File: src/rtl/luma_sync_interp.sv
module luma_sync_interp #(
  parameter int IN_W      = 8,
  parameter int OUT_W     = 10,
  parameter int GAIN_W    = 8,
  parameter int GAIN_FRAC = 7,
  parameter int LVL_W     = 8,
  parameter int SYNC_DEF  = 0,
  parameter int BLANK_DEF = 60
) (
  input  logic             clk,
  input  logic             rst_n,
  input  logic             pix_en,
  input  logic [IN_W-1:0]  y_in,
  input  logic             sync_in,
  input  logic             blank_in,
  input  logic [GAIN_W-1:0] gain,
  input  logic [IN_W-1:0]  offset,
  input  logic             lvl_we,
  input  logic             lvl_sel,
  input  logic [LVL_W-1:0] lvl_data,
  output logic [OUT_W-1:0] y_out
);
  localparam int UP   = OUT_W - IN_W;
  localparam int SH   = GAIN_FRAC - UP;
  localparam int LSH  = OUT_W - LVL_W;
  localparam int PW   = IN_W + GAIN_W;
  localparam int CW   = PW + 2;
  localparam logic signed [CW-1:0] MAXS = CW'((1 << OUT_W) - 1);
  localparam logic signed [CW-1:0] K9   = CW'(9);
  localparam logic signed [CW-1:0] KRND = CW'(8);

  logic [IN_W-1:0]  y1;
  logic             sy1, bk1;
  logic [LVL_W-1:0] sync_lvl, blank_lvl;
  logic [OUT_W-1:0] p0, p1, p2, p3, pre;
  logic [PW-1:0]    prod;
  logic signed [CW-1:0] pix_v, mid_v, e0, e1, e2, e3;

  function automatic logic [OUT_W-1:0] clip(input logic signed [CW-1:0] v);
    if (v < 0)         return '0;
    else if (v > MAXS) return MAXS[OUT_W-1:0];
    else               return v[OUT_W-1:0];
  endfunction

  assign prod  = PW'(y1) * PW'(gain);
  assign pix_v = $signed(CW'(prod >> SH)) + (CW'($signed(offset)) <<< UP);
  assign pre   = sy1 ? (OUT_W'(sync_lvl) << LSH)
               : bk1 ? (OUT_W'(blank_lvl) << LSH)
               : clip(pix_v);

  assign e0 = $signed(CW'(p0));
  assign e1 = $signed(CW'(p1));
  assign e2 = $signed(CW'(p2));
  assign e3 = $signed(CW'(p3));
  assign mid_v = (K9 * (e1 + e2) - e0 - e3 + KRND) >>> 4;

  always_ff @(posedge clk or negedge rst_n) begin
    if (!rst_n) begin
      y1 <= '0; sy1 <= 1'b0; bk1 <= 1'b0;
      p0 <= '0; p1 <= '0; p2 <= '0; p3 <= '0;
      y_out <= '0;
      sync_lvl  <= LVL_W'(SYNC_DEF);
      blank_lvl <= LVL_W'(BLANK_DEF);
    end else begin
      if (lvl_we) begin
        if (lvl_sel) blank_lvl <= lvl_data;
        else         sync_lvl  <= lvl_data;
      end
      if (pix_en) begin
        y1 <= y_in; sy1 <= sync_in; bk1 <= blank_in;
        p0 <= pre; p1 <= p0; p2 <= p1; p3 <= p2;
        y_out <= clip(mid_v);
      end else begin
        y_out <= p2;
      end
    end
  end


  sync_ins_chk: assert property (@(posedge clk) disable iff (!rst_n)
    pix_en && sy1 |=> p0 == (OUT_W'($past(sync_lvl)) << LSH));


  blank_ins_chk: assert property (@(posedge clk) disable iff (!rst_n)
    pix_en && bk1 && !sy1 |=> p0 == (OUT_W'($past(blank_lvl)) << LSH));


  lvl_wr_chk: assert property (@(posedge clk) disable iff (!rst_n)
    lvl_we && lvl_sel |=> blank_lvl == $past(lvl_data));


  dc_gain_chk: assert property (@(posedge clk) disable iff (!rst_n)
    pix_en && p0 == p1 && p1 == p2 && p2 == p3 |=> y_out == $past(p1));


  pass_lat_chk: assert property (@(posedge clk) disable iff (!rst_n)
    !pix_en |=> y_out == $past(p0, 4));
endmodule

File: config.mk
export PLATFORM = sky130hd
export DESIGN_NAME = luma_sync_interp
export DESIGN_NICKNAME = d
export VERILOG_FILES = /design/src/rtl/luma_sync_interp.sv
export SDC_FILE = /design/constraint.sdc
export NUM_CORES = 1
export LEC_CHECK = 0
export BUFFER_PORTS_ARGS = -buffer_cell sky130_fd_sc_hd__buf_2
export CAP_MARGIN = 20
export CORE_MARGIN = 2
export CORE_UTILIZATION = 40
export CTS_CLUSTER_SIZE = 30
export DETAILED_ROUTE_END_ITERATION = 16
export SLEW_MARGIN = 20
export SYNTH_ARGS = -nofsm -noshare
export SYNTH_HDL_FRONTEND = slang
export SYNTH_SLANG_ARGS = --single-unit
File: constraint.sdc
create_clock -name clk -period 10.5 [get_ports clk]
set_clock_uncertainty 0.05 [all_clocks]
set_input_delay 0.525 -clock clk [delete_from_list [all_inputs] [get_ports clk]]
set_output_delay 0.525 -clock clk [all_outputs]
set_load 0.05 [all_outputs]
## After elaboration in Yosys (flattened, before gate mapping)

Index checks and enable logic that the tools add are counted.

- Bits in registers: 76
- Input port bits: 39
- Output and inout port bits: 10
- Word-level logic and storage cells: 31

- Order comparisons: 4
- Add/sub/neg operators: 5
- Reduce and logical (&&, ||, !) cells: 2
- Bitwise operators: 1
- $mul: 2
- Mux-type cells: 7

Operator list:

| kind | number |
|---|---|
| $mux W10 | 7 |
| $add A17 B5 Y18 const B | 1 |
| $sub A16 B11 Y17 | 1 |
| $mul A8 B8 Y16 | 1 |
| $sub A15 B10 Y16 | 1 |
| $mul A4 B11 Y15 const A | 1 |
| $gt A14 B11 Y1 const B | 1 |
| $lt A14 B1 Y1 const B | 1 |
| $add A12 B10 Y13 | 1 |
| $gt A13 B11 Y1 const B | 1 |
| $lt A13 B1 Y1 const B | 1 |
| $add A10 B10 Y11 | 1 |
| $reduce_and A2 Y1 | 2 |
| $not A1 Y1 | 1 |

## Longest topological paths before layout

Gate-level depths: netlist of the first run.

- Depth in word-level cells: 9
- Mapped depth: 29
- Gate-level depth less buffers: 29

## Worst setup path before layout of the first run

Ideal clock, no wire load.

- Path kind: input to register
- Start point: input port gain[7]
- End point: register p0[0]
- Data required time: 10.328 ns
- Arrival: 5.974 ns
- Path slack: 4.355 ns
- Library setup time: 0.122 ns
- Stages: 23
- Path buffers: 0
- Cells stage by stage: and2_1 -> fa_1 -> fa_1 -> fa_1 -> inv_1 -> fa_1 -> inv_1 -> ha_1 -> and3_1 -> o311ai_2 -> nand3_2 -> o311a_4 -> o32ai_4 -> xnor2_1 -> ha_1 -> a21oi_1 -> o2111ai_1 -> a21oi_1 -> a21oi_1 -> o21ba_2 -> a31oi_4 -> o21ai_1 -> a32o_1

- Word-level cells in the longest chain between the ends: 7
- Elaborated cells between the ends (all ways): 8
- Classes of those cells: 1 x add/sub; 1 x mul; 2 x order compare; 4 x mux

RTL lines:

| what | line | text |
|---|---|---|
| start, declared | 16 | `input logic [GAIN_W-1:0] gain,` |
| $mul A8 B8 Y16 (*) | 45 | `assign prod = PW'(y1) * PW'(gain);` |
| $add A12 B10 Y13 (*) | 46 | `assign pix_v = $signed(CW'(prod >> SH)) + (CW'($signed(offset)) <<< UP);` |
| $gt A13 B11 Y1 | 41 | `else if (v > MAXS) return MAXS[OUT_W-1:0];` |
| $mux W10 | 41 |  |
| $mux W10 (*) | 40 | `if (v < 0) return '0;` |
| $mux W10 (*) | 48 | `: bk1 ? (OUT_W'(blank_lvl) << LSH)` |
| $mux W10 (*) | 47 | `assign pre = sy1 ? (OUT_W'(sync_lvl) << LSH)` |
| end signal, assigned | 71 | `p0 <= pre; p1 <= p0; p2 <= p1; p3 <= p2;` |
| end, declared | 35 | `logic [OUT_W-1:0] p0, p1, p2, p3, pre;` |

Every way passes the cells marked *; elsewhere a longest branch is shown, timed or not.
A chain may end at the register's enable or synchronous reset.

## Final worst setup path of the first run

- Start point: register p2[0]
- End point: register y_out[1]

- Word-level cells in the longest chain between the ends: 9
- Elaborated cells between the ends (all ways): 10
- Classes of those cells: 4 x add/sub; 1 x mul; 2 x order compare; 3 x mux

RTL lines:

| what | line | text |
|---|---|---|
| start, declared | 35 |  |
| start signal, assigned | 71 |  |
| $add A10 B10 Y11 (*) | 55 | `assign mid_v = (K9 * (e1 + e2) - e0 - e3 + KRND) >>> 4;` |
| $mul A4 B11 Y15 (*) | 55 |  |
| $sub A15 B10 Y16 (*) | 55 |  |
| $sub A16 B11 Y17 (*) | 55 |  |
| $add A17 B5 Y18 (*) | 55 |  |
| $gt A14 B11 Y1 | 41 |  |
| $mux W10 | 41 |  |
| $mux W10 (*) | 40 |  |
| $mux W10 (*) | 69 | `if (pix_en) begin` |
| end signal, assigned | 72 | `y_out <= clip(mid_v);` |
| end signal, assigned | 74 | `y_out <= p2;` |
| end, declared | 21 | `output logic [OUT_W-1:0] y_out` |

Marked as above.

==> results.json, run 1 <==
{
  "syn_nets": 970,
  "cts-root-buf": "clkbuf_16",
  "drt_first_pass_iters": 4,
  "cp_data_arrival_time_ns": 6.74,
  "reg2regPathDepth": 27,
  "critical_path_class": "register to register",
  "regToRegSetupSlack_ns": 3.94,
  "yosys_warnings": 0,
  "synthTopCellsByCount": "ha_1 (116), inv_1 (113), dfrtp_1 (72)",
  "drc": 0,
  "cts_setup_buffers": 0,
  "ys_seq_area_frac": 0.250,
  "synth_top_area_share": 0.236,
  "timing.hold.ws_ns": 0.0580,
  "min_period_ns": 6.56,
  "antenna_found_initial": 1,
  "fin_area_um2": 8450,
  "cap_violations": 0,
  "grt_usage": 0.154,
  "grt_pass1_wl_mm": 25.0,
  "rsz0062_at_grt": "false",
  "synth_most_common_cell": "ha_1",
  "m1WireLength_mm": 7.19,
  "gp_routability_congestion": 0.809,
  "synth_edf_count": 0,
  "die_h_um": 142,
  "wl_met3_um": 378,
  "synth.avg_cell_area_um2": 9.92,
  "grt_max_degree": 79,
  "grt-ovfl-total": 0,
  "cp.required_ns": 10.68,
  "numPortBuffers": 48,
  "syn_inst": 770,
  "synth_area_leader_cell": "dfrtp_1",
  "postCtsHoldBufs": 0,
  "grt_pass1_vias": 5276,
  "path_max_fanout": 10,
  "reg2reg_to": "y_out[1]",
  "fmax_mhz": 152,
  "worstReg2RegStart": "p2[0]",
  "dieArea_um2": 20200,
  "io_pins": 49,
  "syn2layout_area_growth_pct": 10.7,
  "async_reset_ff_frac": 1.00,
  "cts-buffers-inserted": 9,
  "nets": 1020,
  "min_period_over_period": 0.625,
  "hold_viol_final": 0,
  "start_util": 0.408,
  "drtIter0Drc": 189,
  "top_layer_used": "met4",
  "drive_above_1_share": 0.187,
  "cts_max_path_buffers": 2,
  "insertion_delay_ns": 0.35,
  "worstMarginPinSlew_ns": 0.869,
  "synth_top_flop_cell": "dfrtp_1",
  "slew_headroom": 0.421,
  "cts.sinks": 76,
  "netlist_area_um2": 7640,
  "dpl.hpwl_mm": 11.7,
  "endpoint_kind": "register",
  "fillers": 1768,
  "fin_util": 0.452,
  "wl_mm": 14.4,
  "clk_pin_slew_ns": 0.06,
  "cts_resized": 0,
  "wl_met2_mm": 6.73,
  "cts_tree": "yes",
  "start_kind": "register",
  "setup_viol": 0,
  "ant_nets": 0,
  "outcome": "finished clean",
  "row_count": 50,
  "synth_cell_types": 64,
  "vias_per_cell": 5.09,
  "via_count": 5391,
  "wl_per_cell_um": 13.6,
  "htreeDepth": 3,
  "dieWidth_um": 142,
  "slew_viol_final": 0,
  "synth-seq-cells": 76,
  "hp-class": "input port to asynchronous set/reset pin",
  "netlist_top_cells_area": "dfrtp_1 (24%), ha_1 (19%), fa_1 (12%)",
  "placed_area_um2": 8140,
  "core-area_um2": 18700,
  "fin_tns_setup_ns": 0
}
[metal layers]
metal / vias to the layer above / GRT usage
li1: 2729 / -
met1: 2602 / 0.215
met2: 50 / 0.249
met3: 10 / 0.0276
met4: 0 / 0.0400
met5: - / 0
[registers in the layout (all words and copies together) (netlist names)]
name       cells
sy1            1
y_out         10
p1            10
y1             8
p3            10
p0            10
p2            10
bk1            1
blank_lvl      8
sync_lvl       8
[cell type report]
type / instances / area [µm²] / area share
multi-input combinational: 569 / 5260 / 0.622
sequential: 76 / 1910 / 0.226
inverter: 114 / 428 / 0.0506
tap: 234 / 293 / 0.0347
timing repair buffer: 50 / 258 / 0.0305
clock buffer: 10 / 229 / 0.0271
clock inverter: 6 / 73.8 / 0.00874
antenna: 1 / 2.50 / 0.000296
[layout by cell type (no fill, tap or decap), types with 10 or more instances in the layout]
cell,instances
a21oi_1,29
and2_1,52
buf_2,47
dfrtp_1,72
fa_1,45
ha_1,116
inv_1,113
mux2_2,46
nand2_1,47
nor2_1,37
nor3_1,12
o21ai_0,24
o221a_2,10
xnor2_1,29
xor2_1,13
[logic make-up after synthesis]
family / share of synthesized area
compound gates: 0.135
buf+inv: 0.0616
flops: 0.250
xor+xnor: 0.0482
mux: 0.0678
simple gates: 0.130
fa+ha+maj: 0.308
[worst max path at each step]
stage,start,to,slack [ns],cells past startpoint
after floorplan,gain[7],p0[0],4.35,23
after global placement,gain[7],p0[0],3.97,24
after detailed placement,gain[7],p0[0],3.87,24
after CTS,p2[0],y_out[1],3.93,27
after global routing,p2[0],y_out[1],3.58,27
final,p2[0],y_out[1],3.94,27
[metrics by stage]
stage	worst slack, ns	instances
finish	3.94	1060
global route	3.58	1060
CTS	3.93	1059
detailed placement	3.87	1043
global placement	3.97	1043
floorplan	4.35	770
[critical path, cell delays in order, from the launching register on]
cell and delay (ns):
dfrtp_1 0.41, ha_1 0.19, inv_1 0.05, fa_1 0.39, nor2b_1 0.11, o21ai_0 0.10
a21boi_1 0.19, o21ai_0 0.13, a21boi_1 0.21, nor2_1 0.09, ha_1 0.28, ha_1 0.28
inv_1 0.05, fa_1 0.53, inv_1 0.04, ha_1 0.35, and2_1 0.17, a31o_2 0.21
a41o_1 0.23, o41ai_2 0.30, o21bai_1 0.10, a21o_1 0.21, xor2_1 0.15, ha_1 0.34
or4_1 0.59, a211oi_4 0.32, nor2_8 0.10, o221a_2 0.26
Power of run 1 is left out: the tool's default activity adds up to more than one toggle a clock period on the data nets, which glitch-free logic cannot reach.
==> run 2: changes to the inputs <==
==> constraint.sdc (replaced) <==
create_clock -name clk -period 6.9 [get_ports clk]
set_clock_uncertainty 0.05 [all_clocks]
set_input_delay 0.345 -clock clk [delete_from_list [all_inputs] [get_ports clk]]
set_output_delay 0.345 -clock clk [all_outputs]
set_load 0.05 [all_outputs]
==> results.json, run 2 (synthesis results as in run 1) <==
{
  "outcome": "finished with violations",
  "violations": "hold timing",
  "slew_viol_final": 0,
  "cts-root-buf": "clkbuf_16",
  "fin_area_um2": 8470,
  "syn2layout_area_growth_pct": 10.9,
  "m1WireLength_mm": 7.30,
  "hold_viol_final": 26,
  "dieWidth_um": 142,
  "htreeDepth": 3,
  "worstMarginPinSlew_ns": 0.906,
  "die_h_um": 142,
  "path_max_fanout": 10,
  "placed_area_um2": 8140,
  "cp_data_arrival_time_ns": 6.71,
  "start_util": 0.408,
  "dp.cells": 1043,
  "fillers": 1784,
  "insertion_delay_ns": 0.34,
  "gp_routability_congestion": 0.793,
  "min_period_ns": 6.53,
  "drive_above_1_share": 0.191,
  "vias_per_cell": 5.10,
  "top_layer_used": "met4",
  "io_pins": 49,
  "wl_mm": 15.0,
  "cap_violations": 0,
  "grt_max_degree": 79,
  "grt-ovfl-total": 0,
  "dpl.hpwl_mm": 12.1,
  "grt_pass1_vias": 5585,
  "wl_met3_um": 322,
  "num_antenna_cells": 0,
  "dieArea_um2": 20200,
  "clk_pin_slew_ns": 0.07,
  "grt_usage": 0.164,
  "wl_per_cell_um": 14.1,
  "fin_cells": 1060,
  "cts_max_path_buffers": 2,
  "hp-class": "input port to asynchronous set/reset pin",
  "endpoint_kind": "register",
  "postCtsHoldBufs": 0,
  "drt_first_pass_iters": 4,
  "slew_headroom": 0.396,
  "grt_pass1_wl_mm": 26.4,
  "critical_path_class": "register to register",
  "fmax_mhz": 153,
  "drc": 0,
  "cp.required_ns": 7.09,
  "antenna_found_initial": 0,
  "final_common_cell": "ha_1",
  "min_period_over_period": 0.946,
  "numPortBuffers": 48,
  "rsz0062_at_grt": "false",
  "drtIter0Drc": 179,
  "setup_viol": 0,
  "nets": 1021,
  "row_count": 50,
  "cts_tree": "yes",
  "via_count": 5403,
  "fin_tns_setup_ns": 0,
  "wl_met2_mm": 7.07,
  "ant_nets": 0,
  "cts-buffers-inserted": 9,
  "cts.sinks": 76,
  "core-area_um2": 18700,
  "layout.cells.most_common_list": "ha_1 (116), inv_1 (113), dfrtp_1 (72)",
  "start_kind": "register",
  "timing.hold.ws_ns": -0.0556
}
-- run 2: cell type report --
type | count | area (µm²) | area share
clock inverters | 6 | 55.1 | 0.00650
multi-input cells | 569 | 5280 | 0.623
well taps | 234 | 293 | 0.0346
flip-flops and latches | 76 | 1910 | 0.225
repair buffers | 51 | 269 | 0.0318
inverters | 114 | 428 | 0.0505
clock buffers | 10 | 239 | 0.0282
-- run 2: per-stage QoR --
| step | util | hold WS (ns) | setup WS (ns) |
|---|---|---|---|
| 4_1_cts | 0.451 | 0.161 | 0.306 |
| 3_3_place_gp | 0.435 | 0.433 | 0.466 |
| 3_5_place_dp | 0.435 | 0.437 | 0.351 |
| 6_report | 0.453 | -0.0556 | 0.374 |
| 2_1_floorplan | - | -0.000591 | 0.790 |
| 5_1_grt | 0.453 | 0.0230 | 0.00639 |
-- run 2: critical path, stage by stage, from the launching register on --
cell       delay, ns
dfrtp_1         0.46
and2_1          0.21
fa_1            0.51
fa_1            0.52
fa_1            0.55
inv_1           0.05
fa_1            0.53
inv_1           0.04
ha_1            0.33
and3_1          0.19
o311ai_2        0.08
nand3_2         0.17
o311a_4         0.36
o32ai_4         0.30
xnor2_1         0.18
ha_1            0.29
a21oi_1         0.20
o2111ai_1       0.18
a21oi_1         0.22
a21oi_1         0.06
o21ba_2         0.22
a31oi_4         0.31
o21ai_1         0.12
a32o_1          0.27
-- run 2: layer usage --
layer | global-route usage | vias to the layer above
met3 | 0.0266 | 18
li1 | - | 2727
met5 | 0 | -
met2 | 0.271 | 57
met4 | 0.0526 | 0
met1 | 0.220 | 2601
-- run 2: repair_timing --
| action | in CTS | in global routing |
|---|---|---|
| endpoints found under the setup margin | 0 | 11 |
| resized for setup | 0 | 3 |
| buffers inserted | 0 | 1 |
-- run 2: worst paths after layout --
kind,startpoint,end,slack (ns),cells after the start
setup / recovery,y1[1],p0[0],0.37,23
hold / removal,rst_n,y_out[7],-0.06,1
setup reg to reg,y1[1],p0[0],0.37,23
hold reg to reg,sync_lvl[6],sync_lvl[6],0.45,1
max in group asynchronous,rst_n,sync_lvl[2],6.33,1
min in group clk,y_in[3],y1[3],0.18,2
Power of run 2 is left out for the same reason.
